--- config.mk ---
export PLATFORM = sky130hd
export DESIGN_NAME = filter_trim_ctrl
export DESIGN_NICKNAME = d
export VERILOG_FILES = /design/src/rtl/filter_trim_ctrl.sv
export SDC_FILE = /design/constraint.sdc
export NUM_CORES = 1
export LEC_CHECK = 0
export ABC_AREA = 1
export BUFFER_PORTS_ARGS = -buffer_cell sky130_fd_sc_hd__buf_2
export CORE_ASPECT_RATIO = 0.5
export CORE_MARGIN = 2
export CORE_UTILIZATION = 54
export DETAILED_ROUTE_END_ITERATION = 6
export PLACE_DENSITY = 0.81
export SETUP_SLACK_MARGIN = 0.1
export SKIP_LAST_GASP = 1
export SLEW_MARGIN = 25
export SYNTH_ARGS = -nofsm -noshare
export SYNTH_HDL_FRONTEND = slang
export SYNTH_SLANG_ARGS = --single-unit
export TNS_END_PERCENT = 50
--- constraint.sdc ---
create_clock -name ref_clk -period 2.5 [get_ports ref_clk]
set_input_delay 0.25 -clock ref_clk [delete_from_list [all_inputs] [get_ports ref_clk]]
set_output_delay 0.25 -clock ref_clk [all_outputs]
set_load 0.05 [all_outputs]
--- src/rtl/filter_trim_ctrl.sv ---
module filter_trim_ctrl #(
  parameter int REF_DIV   = 16,
  parameter int TRIM_W    = 7,
  parameter int MAX_STEPS = 128,
  parameter int ALT_RUN   = 4
) (
  input  logic              ref_clk,
  input  logic              rst_n,
  input  logic              rx_sel_n,
  input  logic              tx_sel_n,
  input  logic              chip_en_n,
  input  logic              cmp_hi,
  input  logic              align_off,
  output logic              sleep_en,
  output logic              align_en,
  output logic              rx_en,
  output logic              tx_en,
  output logic [TRIM_W-1:0] trim_code,
  output logic [TRIM_W-1:0] trim_if_a,
  output logic [TRIM_W-1:0] trim_if_b,
  output logic [TRIM_W-1:0] trim_disc,
  output logic              align_done
);
  localparam int DIV_W  = (REF_DIV > 1) ? $clog2(REF_DIV) : 1;
  localparam int STEP_W = $clog2(MAX_STEPS + 1);
  localparam int ALT_W  = $clog2(ALT_RUN + 1);
  localparam logic [TRIM_W-1:0] TRIM_MID = TRIM_W'(1 << (TRIM_W - 1));
  localparam logic [TRIM_W-1:0] TRIM_MAX = {TRIM_W{1'b1}};

  logic [DIV_W-1:0]  div_q;
  logic [STEP_W-1:0] steps_q;
  logic [ALT_W-1:0]  alt_q;
  logic [TRIM_W-1:0] trim_q;
  logic              act_q, have_sign_q, last_sign_q, done_q;
  logic              align_act, entry, run, step, toggle;

  assign align_en  = rx_sel_n  & tx_sel_n  & ~chip_en_n;
  assign rx_en     = ~rx_sel_n & tx_sel_n  & ~chip_en_n;
  assign tx_en     = rx_sel_n  & ~tx_sel_n & ~chip_en_n;
  assign sleep_en  = ~(align_en | rx_en | tx_en);

  assign align_act = align_en & ~align_off;
  assign entry     = align_act & ~act_q;
  assign run       = align_act & act_q & ~done_q;
  assign step      = run && (div_q == DIV_W'(REF_DIV - 1));
  assign toggle    = have_sign_q && (cmp_hi != last_sign_q);

  always_ff @(posedge ref_clk or negedge rst_n) begin
    if (!rst_n) begin
      act_q       <= 1'b0;
      div_q       <= '0;
      steps_q     <= '0;
      alt_q       <= '0;
      trim_q      <= TRIM_MID;
      have_sign_q <= 1'b0;
      last_sign_q <= 1'b0;
      done_q      <= 1'b0;
    end else begin
      act_q <= align_act;
      if (sleep_en) begin
        trim_q      <= TRIM_MID;
        div_q       <= '0;
        steps_q     <= '0;
        alt_q       <= '0;
        have_sign_q <= 1'b0;
        done_q      <= 1'b0;
      end else if (entry) begin
        div_q       <= '0;
        steps_q     <= '0;
        alt_q       <= '0;
        have_sign_q <= 1'b0;
        done_q      <= 1'b0;
      end else if (run) begin
        div_q <= step ? '0 : div_q + 1'b1;
        if (step) begin
          if (cmp_hi && trim_q != TRIM_MAX)
            trim_q <= trim_q + 1'b1;
          else if (!cmp_hi && trim_q != '0)
            trim_q <= trim_q - 1'b1;
          steps_q     <= steps_q + 1'b1;
          have_sign_q <= 1'b1;
          last_sign_q <= cmp_hi;
          alt_q       <= toggle ? alt_q + 1'b1 : '0;
          if (steps_q == STEP_W'(MAX_STEPS - 1) ||
              (toggle && alt_q == ALT_W'(ALT_RUN - 1)))
            done_q <= 1'b1;
        end
      end
    end
  end

  assign trim_code  = trim_q;
  assign trim_if_a  = trim_q;
  assign trim_if_b  = trim_q;
  assign trim_disc  = trim_q;
  assign align_done = done_q;

  p_onehot_mode_r1: assert property (@(posedge ref_clk) disable iff (!rst_n)
    $onehot({sleep_en, align_en, rx_en, tx_en}));

  p_sleep_mid_r5: assert property (@(posedge ref_clk) disable iff (!rst_n)
    sleep_en |=> trim_code == TRIM_MID);

  p_hold_outside_r6: assert property (@(posedge ref_clk) disable iff (!rst_n)
    (rx_en || tx_en) |=> $stable(trim_code));

  p_strap_still_r7: assert property (@(posedge ref_clk) disable iff (!rst_n)
    (align_en && align_off) |=> ($stable(trim_code) && !align_done));

  p_unit_move_r3: assert property (@(posedge ref_clk) disable iff (!rst_n)
    !sleep_en |=> ({1'b0, trim_code} == {1'b0, $past(trim_code)} ||
                   {1'b0, trim_code} == {1'b0, $past(trim_code)} + 1'b1 ||
                   {1'b0, trim_code} + 1'b1 == {1'b0, $past(trim_code)}));

  p_done_freeze_r8: assert property (@(posedge ref_clk) disable iff (!rst_n)
    (align_done && !sleep_en) |=> $stable(trim_code));

  p_done_sticky_r10: assert property (@(posedge ref_clk) disable iff (!rst_n)
    (align_done && !sleep_en && !entry) |=> align_done);
endmodule

# --- After elaboration in Yosys (flattened, before gate mapping) ---
# Index checks and enable logic that the tools add are counted.
totals:
  out_inout_bits: 33
  input_bits: 7
  word_cells: 85
  register_bits: 26
op_classes:
  bitwise: 20
  eq_ne: 12
  mux: 28
  addsub: 5
  n_reduce_logical: 12
op_table:
  columns: ["cell", "n"]
  rows:
  - ["$mux 7", 6]
  - ["$mux 8", 4]
  - ["$mux 4", 4]
  - ["$mux 3", 5]
  - ["$and 1x1->1", 10]
  - ["$mux 1", 9]
  - ["$add 8x1->8 const B", 1]
  - ["$eq 8x7->1 const B", 1]
  - ["$not 1->1", 8]
  - ["$reduce_and 4->1", 2]
  - ["$add 7x1->7 const B", 1]
  - ["$ne 7x7->1 const B", 1]
  - ["$reduce_bool 7->1", 1]
  - ["$sub 7x1->7 const B", 1]
  - ["$ne 2x2->1 const B", 3]
  - ["$ne 3x3->1 const B", 2]
  - ["$logic_and 1x1->1", 5]
  - ["$add 4x1->4 const B", 1]
  - ["$eq 4x4->1 const B", 1]
  - ["$add 3x1->3 const B", 1]
  - ["$eq 3x2->1 const B", 1]
  - ["$ne 3x1->1 const B", 1]
  - ["$ne 3x2->1 const B", 1]
  - ["$reduce_and 3->1", 1]
  - ["other kinds (5)", 6]

# --- Depth between registers and ports, before layout ---
# Gate-level depths: netlist of run 1.
depth:
  ltp_word: 10
  mapped_depth: 14
  depth_no_buf: 14

# --- Worst setup path before layout of run 1 ---
# OpenSTA, ideal clock, no wires.
synth_path:
  path_type: "register -> register"
  from: "register trim_q[0], in the netlist trim_code[0]"
  to: "register trim_q[6], in the netlist trim_code[6]"
  setup_ns: 0.078
  slack_ns: 0.304
  arrival_ns: 2.118
  n_path_buf: 0
  stages_incl_launch_ff: 15
  required_time_ns: 2.422
  synth_period_minus_slack_ns: 2.196
  path_cell_list: "dfrtp_1 nand2_1 nor2_1 nand2_1 nand2_1 inv_1 fa_1 inv_1 nand3_1 nand3_1 inv_1 nand2_1 nand2_1 nor2_1 nor2_1"
synth_between:
  elab_chain_len: 7
  word_cells_on_any_way: 14
  classes_between: "add/sub (2); eq/ne (2); mux (6); reduce/logical (4)"
synth_rtl:
  columns: ["item", "line", "rtl"]
  rows:
  - ["from (decl)", "33", "logic [TRIM_W-1:0] trim_q;"]
  - ["from (signal assigned)", "77", "trim_q <= trim_q + 1'b1;"]
  - ["from (signal assigned)", "79", "trim_q <= trim_q - 1'b1;"]
  - ["$sub 7x1->7 or $ne 7x7->1 (tied branches)", "79, 76", null]
  - ["$mux 7 or $logic_and 1x1->1 (tied branches)", "78, 76", null]
  - ["$mux 7", "76", "if (cmp_hi && trim_q != TRIM_MAX)"]
  - ["$mux 7", "75", "if (step) begin"]
  - ["$mux 7", "73", "end else if (run) begin"]
  - ["$mux 7", "67", "end else if (entry) begin"]
  - ["$mux 7", "60", "if (sleep_en) begin"]
# Several ways; a longest one is shown, not always the timed one. The select of a mux whose other input is x is not followed.
# A chain may end at the register's enable or synchronous reset.

# --- Worst setup path after layout of run 1 ---
layout_path:
  from: "register trim_q[2], in the netlist trim_code[2]"
  to: "register trim_q[6], in the netlist trim_code[6]"
# The elaborated chain is that of the path after synthesis.

==> results of run 1 <==
[registers in the layout (all words and copies together), names as in the netlist]
name	flops
act_q	1
align_done	1
alt_q	3
div_q	4
have_sign_q	1
last_sign_q	1
steps_q	8
trim_code	7
[per-stage QoR]
step	power, mW	hold slack [ps]	area [µm²]
after floorplan	0.657	-45.6	1760
after global placement	0.692	279	1850
after detailed placement	0.695	285	1850
after CTS	0.969	166	1910
after global routing	1.01	165	1910
final	0.964	167	1910
[worst max-delay path, stage by stage (launching register included)]
cell and delay (ps):
dfrtp_1 510, nand2_1 130, nor2_1 130, nand2_1 90
nand2_2 170, inv_1 80, fa_1 360, inv_1 110
nand3_1 80, nand3_1 110, nand3_1 90, nand2_1 70
nor2_1 40, nor2_1 90
[routing by layer]
layer	global-route usage, %	share of wire [%]	vias up
li1	-	-	772
met1	26.5	48	742
met2	33.4	49	23
met3	2.99	2.4	10
met4	5.40	1.5	0
met5	0	0	-
[cell usage after synthesis, drive strengths merged]
cell type	instances	area share [%]
fa	1	1.1
nand3	14	4.3
nand3b	2	0.85
xnor2	1	0.50
o21ai	17	5.0
nor3	5	2.1
dfrtp	25	35
a21oi	8	2.3
nand2	62	13
o22ai	4	1.4
dfstp	1	1.5
nand4	2	0.71
buf	22	9.2
nor2	24	5.2
or2	1	0.35
xor2	6	3.0
inv	31	6.6
ha	10	7.1
[timing repair]
item / in CTS / in global routing
resized for setup: 0 / 1
setup endpoints to repair: 0 / 2
hold buffers: 1 / 0
hold endpoints to repair: 25 / 0
[power by group through the flow]
stage / logic [mW] / clock network [mW] / registers, mW
finish: 0.251 / 0.273 / 0.440
global route: 0.270 / 0.300 / 0.443
CTS: 0.250 / 0.279 / 0.440
detailed placement: 0.247 / 0 / 0.448
global placement: 0.245 / 0 / 0.447
floorplan: 0.190 / 0 / 0.467
[kinds of logic after synthesis]
| group | count (synthesis) | share of synthesized area, % |
|---|---|---|
| buf+inv | 53 | 15.8 |
| simple gates | 110 | 26.8 |
| compound gates | 29 | 8.72 |
| flops | 26 | 37.0 |
| xor+xnor | 7 | 3.48 |
| fa+ha+maj | 11 | 8.23 |
[layout make-up]
cell class,instances,area (µm²)
timing repair buffer,40,205
tap,40,50.0
inverter,31,116
sequential,26,652
clock buffer,4,55.1
fill,279,1150
multi-input combinational,157,836
[worst max-delay path by stage]
stage,end,slack (ps),depth (start not counted),from
after CTS,trim_code[6]$_DFFE_PN1P_,290,13,trim_code[6]$_DFFE_PN1P_
after floorplan,trim_code[6]$_DFFE_PN1P_,300,14,trim_code[0]$_DFFE_PN0P_
final,trim_code[6]$_DFFE_PN1P_,370,13,trim_code[2]$_DFFE_PN0P_
after global routing,trim_code[6]$_DFFE_PN1P_,140,14,trim_code[2]$_DFFE_PN0P_
after global placement,trim_code[6]$_DFFE_PN1P_,450,14,trim_code[6]$_DFFE_PN1P_
after detailed placement,trim_code[6]$_DFFE_PN1P_,360,14,trim_code[6]$_DFFE_PN1P_
==> results.json, run 1 <==
{
  "die_h_um": 44.4,
  "insertion_delay_ps": 270,
  "dp_slack_ps": 360,
  "diodes": 0,
  "gp_congestion": 0.937,
  "clockPowerShare_pct": 28.3,
  "holdCritStartpoint": "align_off",
  "hold_path_end": "act_q$_DFF_PN0_",
  "clock-sinks": 26,
  "max-cap-violations": 0,
  "drive_above_1_share_pct": 20.5,
  "final.setup.worst_slack_ps": 372,
  "drt_iter0_drc": 75,
  "vdd_ir_drop_max_uv": 445,
  "p_sw_share_pct": 34.6,
  "cellLeakagePower_nw": 1.02,
  "cts_tree": "yes",
  "drtPass1Iterations": 4,
  "startpoint_type": "flip-flop",
  "slew_violations": 0,
  "hold_depth": 2,
  "gr-total-overflow": 0,
  "tightest_slew_ps": 594,
  "drc": 0,
  "cts-buffers-inserted": 3,
  "max_slew_margin_pct": 60.4,
  "fin_tns_setup_ps": 0,
  "post_cts_buffers": 0,
  "crit_fanout": 10,
  "routed_wl_um": 3550,
  "dp_hpwl_um": 2620,
  "die_x_um": 84.8,
  "ys_ff_latch": 26,
  "drt-vias-per-instance": 5.19,
  "final_cell_mix": "nand2_1, buf_2, inv_1, dfrtp_1, nor2_1",
  "grt_start_max_net_pins": 27,
  "antenna_found_initial": 0,
  "fin_skew_ps": 3.00,
  "r2r-start": "trim_code[2]$_DFFE_PN0P_",
  "post-route-util_pct": 62.4,
  "p_int_uw": 630,
  "outcome": "finished, final reports clean",
  "seqPwrFrac_pct": 45.7,
  "fin_cells": 298,
  "core_area_mm2": 0.00307,
  "htree_levels": 1,
  "hold_violations": 0,
  "pwr-share-comb_pct": 26.0,
  "grt_first_pass_wirelength_um": 5850,
  "min_path_type": "in2reg",
  "crit_arrival_ps": 2340,
  "ys_types": 26,
  "cts_root_buf": "clkbuf_8",
  "num_io_pins": 40,
  "final_common_cell": "nand2_1",
  "synth_seq_area_share_pct": 37.0,
  "grt_pass1_vias": 1333,
  "synthesis.nets": 254,
  "ant_nets": 0,
  "critPathRequiredTime_ps": 2710,
  "fmax_ghz": 0.470,
  "syn_area_per_cell_um2": 7.48,
  "yosysWarnings": 0,
  "wl_per_cell_um": 11.9,
  "rows": 14,
  "initial_core_util_pct": 57.6,
  "r2r_cells": 13,
  "rr_endpoint": "trim_code[6]$_DFFE_PN1P_",
  "num-nets-final": 277,
  "min_period_ps": 2130,
  "p_per_area_mw_per_mm2": 504,
  "clockBufferDepth": 2,
  "grt_use_total_pct": 19.5,
  "setup_viol": 0,
  "syn_area_mm2": 0.00176,
  "fin_crit_sh_pct": 85.1,
  "dieArea_mm2": 0.00377,
  "power.switching_uw": 334,
  "synthCells": 236,
  "vias": 1547,
  "rsz0062_at_grt": "false",
  "r2r_setup_slack_ps": 370,
  "port_buffers": 39,
  "clk_pin_slew_worst_paths_ps": 90,
  "dp_cells": 293,
  "endpoint_kind": "flip-flop",
  "critical_path_class": "reg2reg",
  "syn2layout_area_growth_pct": 8.51
}
(Power assumes the default switching activity.)
==> run 2, diff against run 1 <==
- RECOVER_POWER: unset -> 50
==> run 2 against run 1 <==
Clock power is essentially flat. Final cell count is the same. Register-to-register slack lost 30 ps. Combinational power shrank 2%. Cell area shrank 1.6%. Hold slack gained 25 ps. Sequential power is essentially flat. First-iteration DRC count grew 8.0%. Setup slack lost 27 ps. Largest cell class unchanged.
==> results.json, run 2 (synthesized netlist as in run 1, its figures left out) <==
{
  "drt-vias-per-instance": 5.19,
  "gp_congestion": 0.937,
  "grt_first_pass_wirelength_um": 5850,
  "min_path_type": "in2reg",
  "initial_core_util_pct": 57.6,
  "drive_above_1_share_pct": 14.3,
  "cpMaxStageDelayCell": "dfstp_2",
  "totalPowerFinal_uw": 963,
  "dp_cells": 293,
  "outcome": "finished, final reports clean",
  "p_sw_share_pct": 34.7,
  "core_area_mm2": 0.00307,
  "vias": 1548,
  "final_common_cell": "nand2_1",
  "diodes": 0,
  "startpoint_type": "flip-flop",
  "post-route-util_pct": 61.5,
  "grt_use_total_pct": 19.5,
  "clockBufferDepth": 2,
  "post_cts_buffers": 0,
  "drt_iter0_drc": 81,
  "rsz0062_at_grt": "false",
  "final_cell_mix": "nand2_1, inv_1, dfrtp_1, buf_2, nor2_1",
  "critical_path_class": "reg2reg",
  "endpoint_kind": "flip-flop",
  "syn2layout_area_growth_pct": 6.81,
  "r2r_cells": 13,
  "antenna_found_initial": 0,
  "vdd_ir_drop_max_uv": 441,
  "cts-buffers-inserted": 3,
  "num-nets-final": 277,
  "path_delay_family": "simple AND/OR/NAND/NOR gates",
  "holdWs_ps": 192,
  "ant_nets": 0,
  "largest_reg_flops": 8,
  "hold_depth": 2,
  "fin_crit_sh_pct": 86.2,
  "routed_wl_um": 3580,
  "max_slew_margin_pct": 6.08,
  "p_per_area_mw_per_mm2": 511,
  "crit_cells": 13,
  "die_h_um": 44.4,
  "fin_skew_ps": 0.759,
  "cts_tree": "yes",
  "min_period_ps": 2160,
  "p_int_uw": 628,
  "slew_violations": 0,
  "cts_root_buf": "clkbuf_8",
  "dp_hpwl_um": 2620,
  "port_buffers": 39,
  "clk_pin_slew_worst_paths_ps": 90,
  "rows": 14,
  "crit_buf_inv": 3,
  "wl_per_cell_um": 12.0,
  "power.switching_uw": 334,
  "setup_viol": 0,
  "crit_fanout": 10,
  "htree_levels": 1,
  "num_io_pins": 40,
  "dieArea_mm2": 0.00377,
  "fin_area_mm2": 0.00188,
  "postPlaceCellArea_mm2": 0.00185,
  "dp_slack_ps": 360,
  "drtPass1Iterations": 4,
  "seqPwrFrac_pct": 45.8,
  "max-cap-violations": 0,
  "pwr-share-comb_pct": 25.7,
  "final.setup.worst_slack_ps": 345,
  "cellLeakagePower_nw": 0.952,
  "grt_start_max_net_pins": 27,
  "fin_tns_setup_ps": 0,
  "cp_cell_sequence": "inv_1, nor2_1, nand2_1, nand2_2, inv_1, fa_1, inv_1, nand3_1, nand3_1, nand3_1, nand2_1, nor2_1, nor2_1",
  "die_x_um": 84.8,
  "clockPowerShare_pct": 28.5,
  "clock-sinks": 26,
  "crit_arrival_ps": 2370,
  "hold_violations": 0,
  "tightest_slew_ps": 1410,
  "drc": 0,
  "fmax_ghz": 0.464,
  "slowest_delay_ps": 580,
  "fin_cells": 298,
  "gr-total-overflow": 0,
  "critPathRequiredTime_ps": 2710,
  "insertion_delay_ps": 270,
  "grt_pass1_vias": 1333,
  "largest-register": "steps_q"
}
## run 2: cell count changes in the layout (fill, tap and decap cells not counted)
cell and change:
buf_2 -15, clkbuf_1 +15, nor3_1 +1, nor3_4 -1
## run 2: worst reg2reg max path, cell delays in order, from the launching register on
cell and delay (ps):
dfstp_2 580, inv_1 80, nor2_1 120, nand2_1 100, nand2_2 170, inv_1 80
fa_1 360, inv_1 120, nand3_1 90, nand3_1 100, nand3_1 90, nand2_1 80
nor2_1 40, nor2_1 90
## run 2: final timing paths
kind | startpoint | endpoint | slack, ps
setup / recovery | trim_code[6]$_DFFE_PN1P_ | trim_code[6]$_DFFE_PN1P_ | 340
hold / removal | align_off | act_q$_DFF_PN0_ | 190
min in group asynchronous | rst_n | trim_code[0]$_DFFE_PN0P_ | 830
setup reg to reg | trim_code[6]$_DFFE_PN1P_ | trim_code[6]$_DFFE_PN1P_ | 340
hold reg to reg | alt_q[1]$_DFFE_PN0P_ | alt_q[1]$_DFFE_PN0P_ | 490
max in group asynchronous | rst_n | have_sign_q$_DFFE_PN0P_ | 850
## run 2: power by group through the flow
stage	logic, mW	registers, mW	clock network (mW)
6_report	0.247	0.441	0.275
4_1_cts	0.250	0.440	0.279
2_1_floorplan	0.190	0.467	0
5_1_grt	0.267	0.443	0.300
3_3_place_gp	0.245	0.447	0
3_5_place_dp	0.247	0.448	0
## run 2: cell type report
type                            instances  area, µm²
Multi-Input combinational cell        157        825
Timing Repair Buffer                   40        186
Clock buffer                            4       55.1
Fill cell                             290       1180
Tap cell                               40       50.0
Sequential cell                        26        652
Inverter                               31        116
## run 2: layer usage
layer	up-vias	share of wire [%]	global-route usage [%]
met5	-	0	0
met1	744	47	26.5
li1	773	-	-
met3	10	2.5	2.99
met2	21	49	33.4
met4	0	1.5	5.40
## run 2: what timing repair did
| item | CTS | global route |
|---|---|---|
| hold endpoints to repair | 25 | 0 |
| setup endpoints to repair | 0 | 2 |
| hold buffers | 1 | 0 |
| resized for setup | 0 | 1 |
